**src/rtl/gpio_pkg.sv**
```systemverilog
package gpio_pkg;

    localparam int GPIO_AW      = 8;
    localparam int NUM_FIELDS   = 5;

    typedef enum logic [2:0] {
        FLD_DIR  = 3'd0,
        FLD_OUT  = 3'd1,
        FLD_RISE = 3'd2,
        FLD_FALL = 3'd3,
        FLD_MASK = 3'd4
    } field_e;

    localparam logic [GPIO_AW-1:0] A_LEVEL    = 8'h00;
    localparam logic [GPIO_AW-1:0] A_DIR      = 8'h04;
    localparam logic [GPIO_AW-1:0] A_OUT      = 8'h10;
    localparam logic [GPIO_AW-1:0] A_RISE     = 8'h1C;
    localparam logic [GPIO_AW-1:0] A_FALL     = 8'h28;
    localparam logic [GPIO_AW-1:0] A_STATUS   = 8'h34;
    localparam logic [GPIO_AW-1:0] A_MASK     = 8'h38;

    // Strobe address of field f: set when clr==0, clear when clr==1.
    function automatic logic [GPIO_AW-1:0] strobe_addr(input int f, input bit clr);
        logic [GPIO_AW-1:0] a;
        case (f)
            0:       a = 8'h08;
            1:       a = 8'h14;
            2:       a = 8'h20;
            3:       a = 8'h2C;
            default: a = 8'h3C;
        endcase
        return clr ? a + 8'h04 : a;
    endfunction

endpackage

```
**src/rtl/gpio_sync.sv**
```systemverilog
module gpio_sync #(
    parameter int WIDTH  = 32,
    parameter int STAGES = 2
) (
    input  logic             clk,
    input  logic             rst_n,
    input  logic [WIDTH-1:0] async_in,
    output logic [WIDTH-1:0] sync_out
);
    logic [WIDTH-1:0] stage_d [STAGES];
    logic [WIDTH-1:0] stage_q [STAGES];

    always_comb begin
        stage_d[0] = async_in;
        for (int i = 1; i < STAGES; i++) begin
            stage_d[i] = stage_q[i-1];
        end
    end

    always_ff @(posedge clk or negedge rst_n) begin
        if (!rst_n) begin
            for (int i = 0; i < STAGES; i++) begin
                stage_q[i] <= '0;
            end
        end else begin
            for (int i = 0; i < STAGES; i++) begin
                stage_q[i] <= stage_d[i];
            end
        end
    end

    assign sync_out = stage_q[STAGES-1];
endmodule

```
**src/rtl/gpio_ctrl_field.sv**
```systemverilog
module gpio_ctrl_field #(
    parameter int WIDTH = 32
) (
    input  logic             clk,
    input  logic             rst_n,
    input  logic             set_hit,
    input  logic             clr_hit,
    input  logic [WIDTH-1:0] bits,
    output logic [WIDTH-1:0] value
);
    typedef struct packed {
        logic [WIDTH-1:0] val;
    } field_t;

    field_t s_d, s_q;

    always_comb begin
        s_d = s_q;
        if (set_hit) begin
            s_d.val = s_q.val | bits;
        end else if (clr_hit) begin
            s_d.val = s_q.val & ~bits;
        end
    end

    always_ff @(posedge clk or negedge rst_n) begin
        if (!rst_n) begin
            s_q <= '0;
        end else begin
            s_q <= s_d;
        end
    end

    assign value = s_q.val;
endmodule

```
**src/rtl/gpio_edge_status.sv**
```systemverilog
module gpio_edge_status #(
    parameter int WIDTH = 32
) (
    input  logic             clk,
    input  logic             rst_n,
    input  logic [WIDTH-1:0] level,
    input  logic [WIDTH-1:0] rise_en,
    input  logic [WIDTH-1:0] fall_en,
    input  logic             clr_hit,
    input  logic [WIDTH-1:0] clr_bits,
    output logic [WIDTH-1:0] status
);
    typedef struct packed {
        logic [WIDTH-1:0] prev;
        logic [WIDTH-1:0] status;
    } edge_state_t;

    edge_state_t s_d, s_q;
    logic [WIDTH-1:0] up_ev, down_ev, drop;

    always_comb begin
        up_ev    = level & ~s_q.prev & rise_en;
        down_ev  = ~level & s_q.prev & fall_en;
        drop     = clr_hit ? clr_bits : '0;
        s_d.prev   = level;
        // A fresh event outranks a clear in the same cycle.
        s_d.status = (s_q.status & ~drop) | up_ev | down_ev;
    end

    always_ff @(posedge clk or negedge rst_n) begin
        if (!rst_n) begin
            s_q <= '0;
        end else begin
            s_q <= s_d;
        end
    end

    assign status = s_q.status;
endmodule

```
**src/rtl/gpio_bank.sv**
```systemverilog
module gpio_bank
    import gpio_pkg::*;
#(
    parameter int LINES       = 32,
    parameter int SYNC_STAGES = 2
) (
    input  logic                 clk,
    input  logic                 rst_n,
    input  logic [GPIO_AW-1:0]   bus_addr,
    input  logic                 bus_we,
    input  logic [31:0]          bus_wdata,
    output logic [31:0]          bus_rdata,
    input  logic [LINES-1:0]     pad_in,
    output logic [LINES-1:0]     pad_out,
    output logic [LINES-1:0]     pad_oe,
    output logic                 irq
);
    localparam int DW = 32;

    logic [LINES-1:0] field_w [NUM_FIELDS];
    logic [LINES-1:0] level_w;
    logic [LINES-1:0] status_w;
    logic [LINES-1:0] dir_w, out_w, rise_w, fall_w, mask_w;
    logic [LINES-1:0] wbits;
    logic             status_clr;

    assign wbits      = bus_wdata[LINES-1:0];
    assign status_clr = bus_we && (bus_addr == A_STATUS);

    gpio_sync #(
        .WIDTH  (LINES),
        .STAGES (SYNC_STAGES)
    ) u_sync (
        .clk      (clk),
        .rst_n    (rst_n),
        .async_in (pad_in),
        .sync_out (level_w)
    );

    for (genvar f = 0; f < NUM_FIELDS; f++) begin : g_field
        logic set_hit, clr_hit;
        assign set_hit = bus_we && (bus_addr == strobe_addr(f, 1'b0));
        assign clr_hit = bus_we && (bus_addr == strobe_addr(f, 1'b1));

        gpio_ctrl_field #(
            .WIDTH (LINES)
        ) u_field (
            .clk     (clk),
            .rst_n   (rst_n),
            .set_hit (set_hit),
            .clr_hit (clr_hit),
            .bits    (wbits),
            .value   (field_w[f])
        );
    end

    assign dir_w  = field_w[FLD_DIR];
    assign out_w  = field_w[FLD_OUT];
    assign rise_w = field_w[FLD_RISE];
    assign fall_w = field_w[FLD_FALL];
    assign mask_w = field_w[FLD_MASK];

    gpio_edge_status #(
        .WIDTH (LINES)
    ) u_edge (
        .clk      (clk),
        .rst_n    (rst_n),
        .level    (level_w),
        .rise_en  (rise_w),
        .fall_en  (fall_w),
        .clr_hit  (status_clr),
        .clr_bits (wbits),
        .status   (status_w)
    );

    always_comb begin
        logic [LINES-1:0] sel;
        case (bus_addr)
            A_LEVEL:  sel = level_w;
            A_DIR:    sel = dir_w;
            A_OUT:    sel = out_w;
            A_RISE:   sel = rise_w;
            A_FALL:   sel = fall_w;
            A_STATUS: sel = status_w;
            A_MASK:   sel = mask_w;
            default:  sel = '0;
        endcase
        bus_rdata = DW'(sel);
    end

    assign pad_oe  = dir_w;
    assign pad_out = out_w;
    assign irq     = |(status_w & mask_w);
endmodule

```
**config.mk**
```make
export PLATFORM = sky130hd
export DESIGN_NAME = gpio_bank
export DESIGN_NICKNAME = d
export VERILOG_FILES = /design/src/rtl/gpio_pkg.sv /design/src/rtl/gpio_sync.sv /design/src/rtl/gpio_ctrl_field.sv /design/src/rtl/gpio_edge_status.sv /design/src/rtl/gpio_bank.sv
export SDC_FILE = /design/constraint.sdc
export NUM_CORES = 1
export LEC_CHECK = 0
export BUFFER_PORTS_ARGS = -buffer_cell sky130_fd_sc_hd__buf_2
export CAP_MARGIN = 40
export CORE_ASPECT_RATIO = 0.5
export CORE_MARGIN = 2
export CORE_UTILIZATION = 25
export DETAILED_ROUTE_END_ITERATION = 10
export SKIP_LAST_GASP = 1
export SLEW_MARGIN = 20
export SYNTH_ARGS = -nofsm -noshare
export SYNTH_HDL_FRONTEND = slang
export SYNTH_SLANG_ARGS = --single-unit
```
**constraint.sdc**
```tcl
create_clock -name clk -period 2.1 [get_ports clk]
set_input_delay 0.21 -clock clk [delete_from_list [all_inputs] [get_ports clk]]
set_output_delay 0.21 -clock clk [all_outputs]
set_load 0.01 [all_outputs]
```
==> summary.md <==
| Metric | Value |
|---|---|
| Synth top cells by count | dfrtp_1 (288), nand2_1 (250), a22o_1 (97) |
| Relative slew slack | 65.8% |
| Worst Slack Setup Final | -0.260 ns |
| R2r worst-path depth | 2 |
| Register area share after synthesis | 56.3% |
| CTS tree | yes |
| Vias | 10.2k |
| Crit start category | register |
| Drt first pass iters | 5 |
| Hold crit path type | in2reg |
| Drt initial violations | about 900 |
| Post-Syn Area per Cell | between 10 and 15 µm² |
| Netlist cell types | 50 |
| First-pass GRT wire length | 61.8 mm |
| Post-layout min period | 2.36 ns |
| Hpwl dp | between 20 and 30 mm |
| Mapped cell area | approximately 0.013 mm² |
| Yosys top cell area share | 56.3% |
| Final #Nets | 1,443 |
| PD cells | 801 mW/mm² |
| Vias in the first global route | 9,953 |
| Finish-stage setup viols | 1 |
| Max Transition Viols Final | 0 |
| Worst EP arrival | 2.15 ns |
| Seq cells post-synth | 288 |
| Clock transition at path regs | 0.06 ns |
| Share of cells above drive strength 1 | 30.3% |
| Residual DRC count | 0 |
| Vias per cell | between 4 and 5 |
| CTS H-tree depth | 1 |
| Synth Warn # | 0 |
| Remaining antenna violation count | 0 |
| Worst EP required | 1.89 ns |
| Root Buffer | clkbuf_16 |
| Peak VDD IR | about 480 µV |
| Core footprint | 0.0504 mm² |
| Site Rows | 58 |
| Overflow left after global routing | 0 |
| Crit-path max FO | 3 |
| Critical R2R Launch | u_sync.sync_out[29]$_DFF_PN0_ |
| Final WL | roughly 40 mm |
| Setup Skew | 0.00766 ns |
| DIE AREA | 0.0531 mm² |
| WS Path Type | reg2out |
| Yosys top cell by area | dfrtp_1 |
| Hold path depth | 2 |
| Post-synthesis cell count | 1,140 |
| Syn_nets | 1,215 |
| Total GRT Usage | 15.1% |
| Clock Sinks | ~290 |
| Initial antenna violation count | 4 |
| Slew at the pin with the worst max-slew slack | 0.511 ns |
| Hold_sp | bus_wdata[27] |
| Num ports | 172 |
| Area growth syn-to-layout | 29.2% |
| Post-Layout Cell Count | approximately 2.1k |
| Pleak | 0.00772 µW |
| Async SR Flop Fraction | 100% |
| Largest net degree at the start of global routing | 77 |
| Crit end category | output pin |
| EDFF count, synth | 0 |
| GP Congestion | just under 0.9 |
| Failing checks | negative setup slack |
| Final Hold Viols | 0 |
| Worst R2R Setup Slack | between 1 and 1.5 ns |
| Total Power | 13,200 µW |
| Final worst-path cycle share | 112% |
| WL/cell | 19.7 µm |
| Initial core utilization | 25.4% |
| Clock buffer depth | 3 |
| Crit Reg-Reg Endpoint | u_edge.status[29]$_DFF_PN0_ |
| RSZ-0062 raised after global routing | yes |
| Worst-skew pair later-pin latency | 0.56 ns |
| Status | complete, but fails checks |
| Die Height | 164 µm |
| Count leader, synth | dfrtp_1 |
| Max Cap Violations | 0 |
| Most used flip-flop cell after synthesis | dfrtp_1 |
| DIE WIDTH | approximately 320 µm |
| Placed insts | 1,976 |
| Max Clk Rate | around 420 MHz |
| CTS Buf Count | 31 |
| Synth area leaders | dfrtp_1 (56%), nand2_1 (7.3%), mux2_2 (7.3%) |
| PortBufs | around 170 |
-- through the flow --
stage	area [µm²]	hold WS [ns]	util (%)	setup slack, ns	setup TNS (ns)
after floorplan	12800	-0.0856	-	0.223	0
after global placement	14900	0.0947	29.5	0.0774	0
after detailed placement	14900	0.0959	29.5	0.0219	0
after CTS	16500	0.000316	32.7	-0.255	-0.294
after global routing	16500	0.0167	32.8	-0.287	-0.371
final	16500	0.0110	32.8	-0.260	-0.260
-- report_power, final --
group          total (µW)  switching, µW  internal, µW
Sequential           6300            379          5920
Combinational        1080            550           532
Clock                5860           2280          3580
-- worst max-delay path, stage by stage, from the launching register on --
cell and delay [ns]:
dfrtp_1 0.42, a22oi_2 0.28, nand4_1 0.19, or4_4 0.53, buf_2 0.16
-- cell families after synthesis --
family          after synthesis  synth area share, %
simple gates                378                 14.2
flops                       288                 56.3
compound gates              257                 15.6
mux                         113                 9.75
buf+inv                     104                 4.09
-- area by class of cell --
type / instances / area [µm²]
well taps: 690 / 863
clock buffers: 41 / 893
clock inverters: 16 / 211
repair buffers: 297 / 2160
multi-input cells: 748 / 5170
inverters: 2 / 7.51
diodes: 4 / 10.0
fillers: 5099 / 33800
flip-flops and latches: 288 / 7210
-- metal layers --
| layer | up-vias | share of wire [%] | GRT usage, % |
|---|---|---|---|
| met3 | 76 | 4.6 | 1.55 |
| met2 | 275 | 50 | 26.1 |
| met4 | 0 | 2.5 | 4.48 |
| met1 | 5229 | 43 | 20.1 |
| met5 | - | 0 | 0 |
| li1 | 4575 | - | - |
-- placed cells by master (no fill, tap or decap), types with 3 or more instances in the layout --
master and count:
buf_12 19, a222oi_1 16, diode_2 4, a2bb2oi_1 12
clkbuf_16 31, and3b_1 4, buf_2 170, dfrtp_1 283
nor2_1 9, nor3_1 18, nand4_1 4, dlygate4sd3_1 44
nor4_4 3, o21ai_1 7, a22oi_2 6, nor2b_1 5
dfrtp_2 5, nand2_1 250, mux2_1 10, a22o_1 97
bufinv_16 5, a22oi_1 39, and3_1 17, clkbuf_8 8
a21o_1 28, nand3b_1 28, mux2i_1 20, clkinv_2 9
a221o_1 4, o21ai_0 38, nand3_1 15, mux2_2 82
buf_4 62
-- timing repair --
item                                    in CTS  in global routing
hold buffers                                44                  0
endpoints found under the setup margin       4                 13
resized for setup                           10                 18
setup buffers                                4                  1
pin swaps                                    5                  2
endpoints found under the hold margin      288                  0
-- how the worst max path moves through the flow --
stage / start / endpoint / cells past startpoint
after floorplan: bus_addr[2] / bus_rdata[30] / 6
after global placement: bus_addr[4] / register / 6
after detailed placement: bus_addr[3] / bus_rdata[30] / 7
after CTS: u_edge.status[15]$_DFF_PN0_ / irq / 5
after global routing: register / irq / 4
final: register / irq / 4
Power figures use the tool's default switching activity.
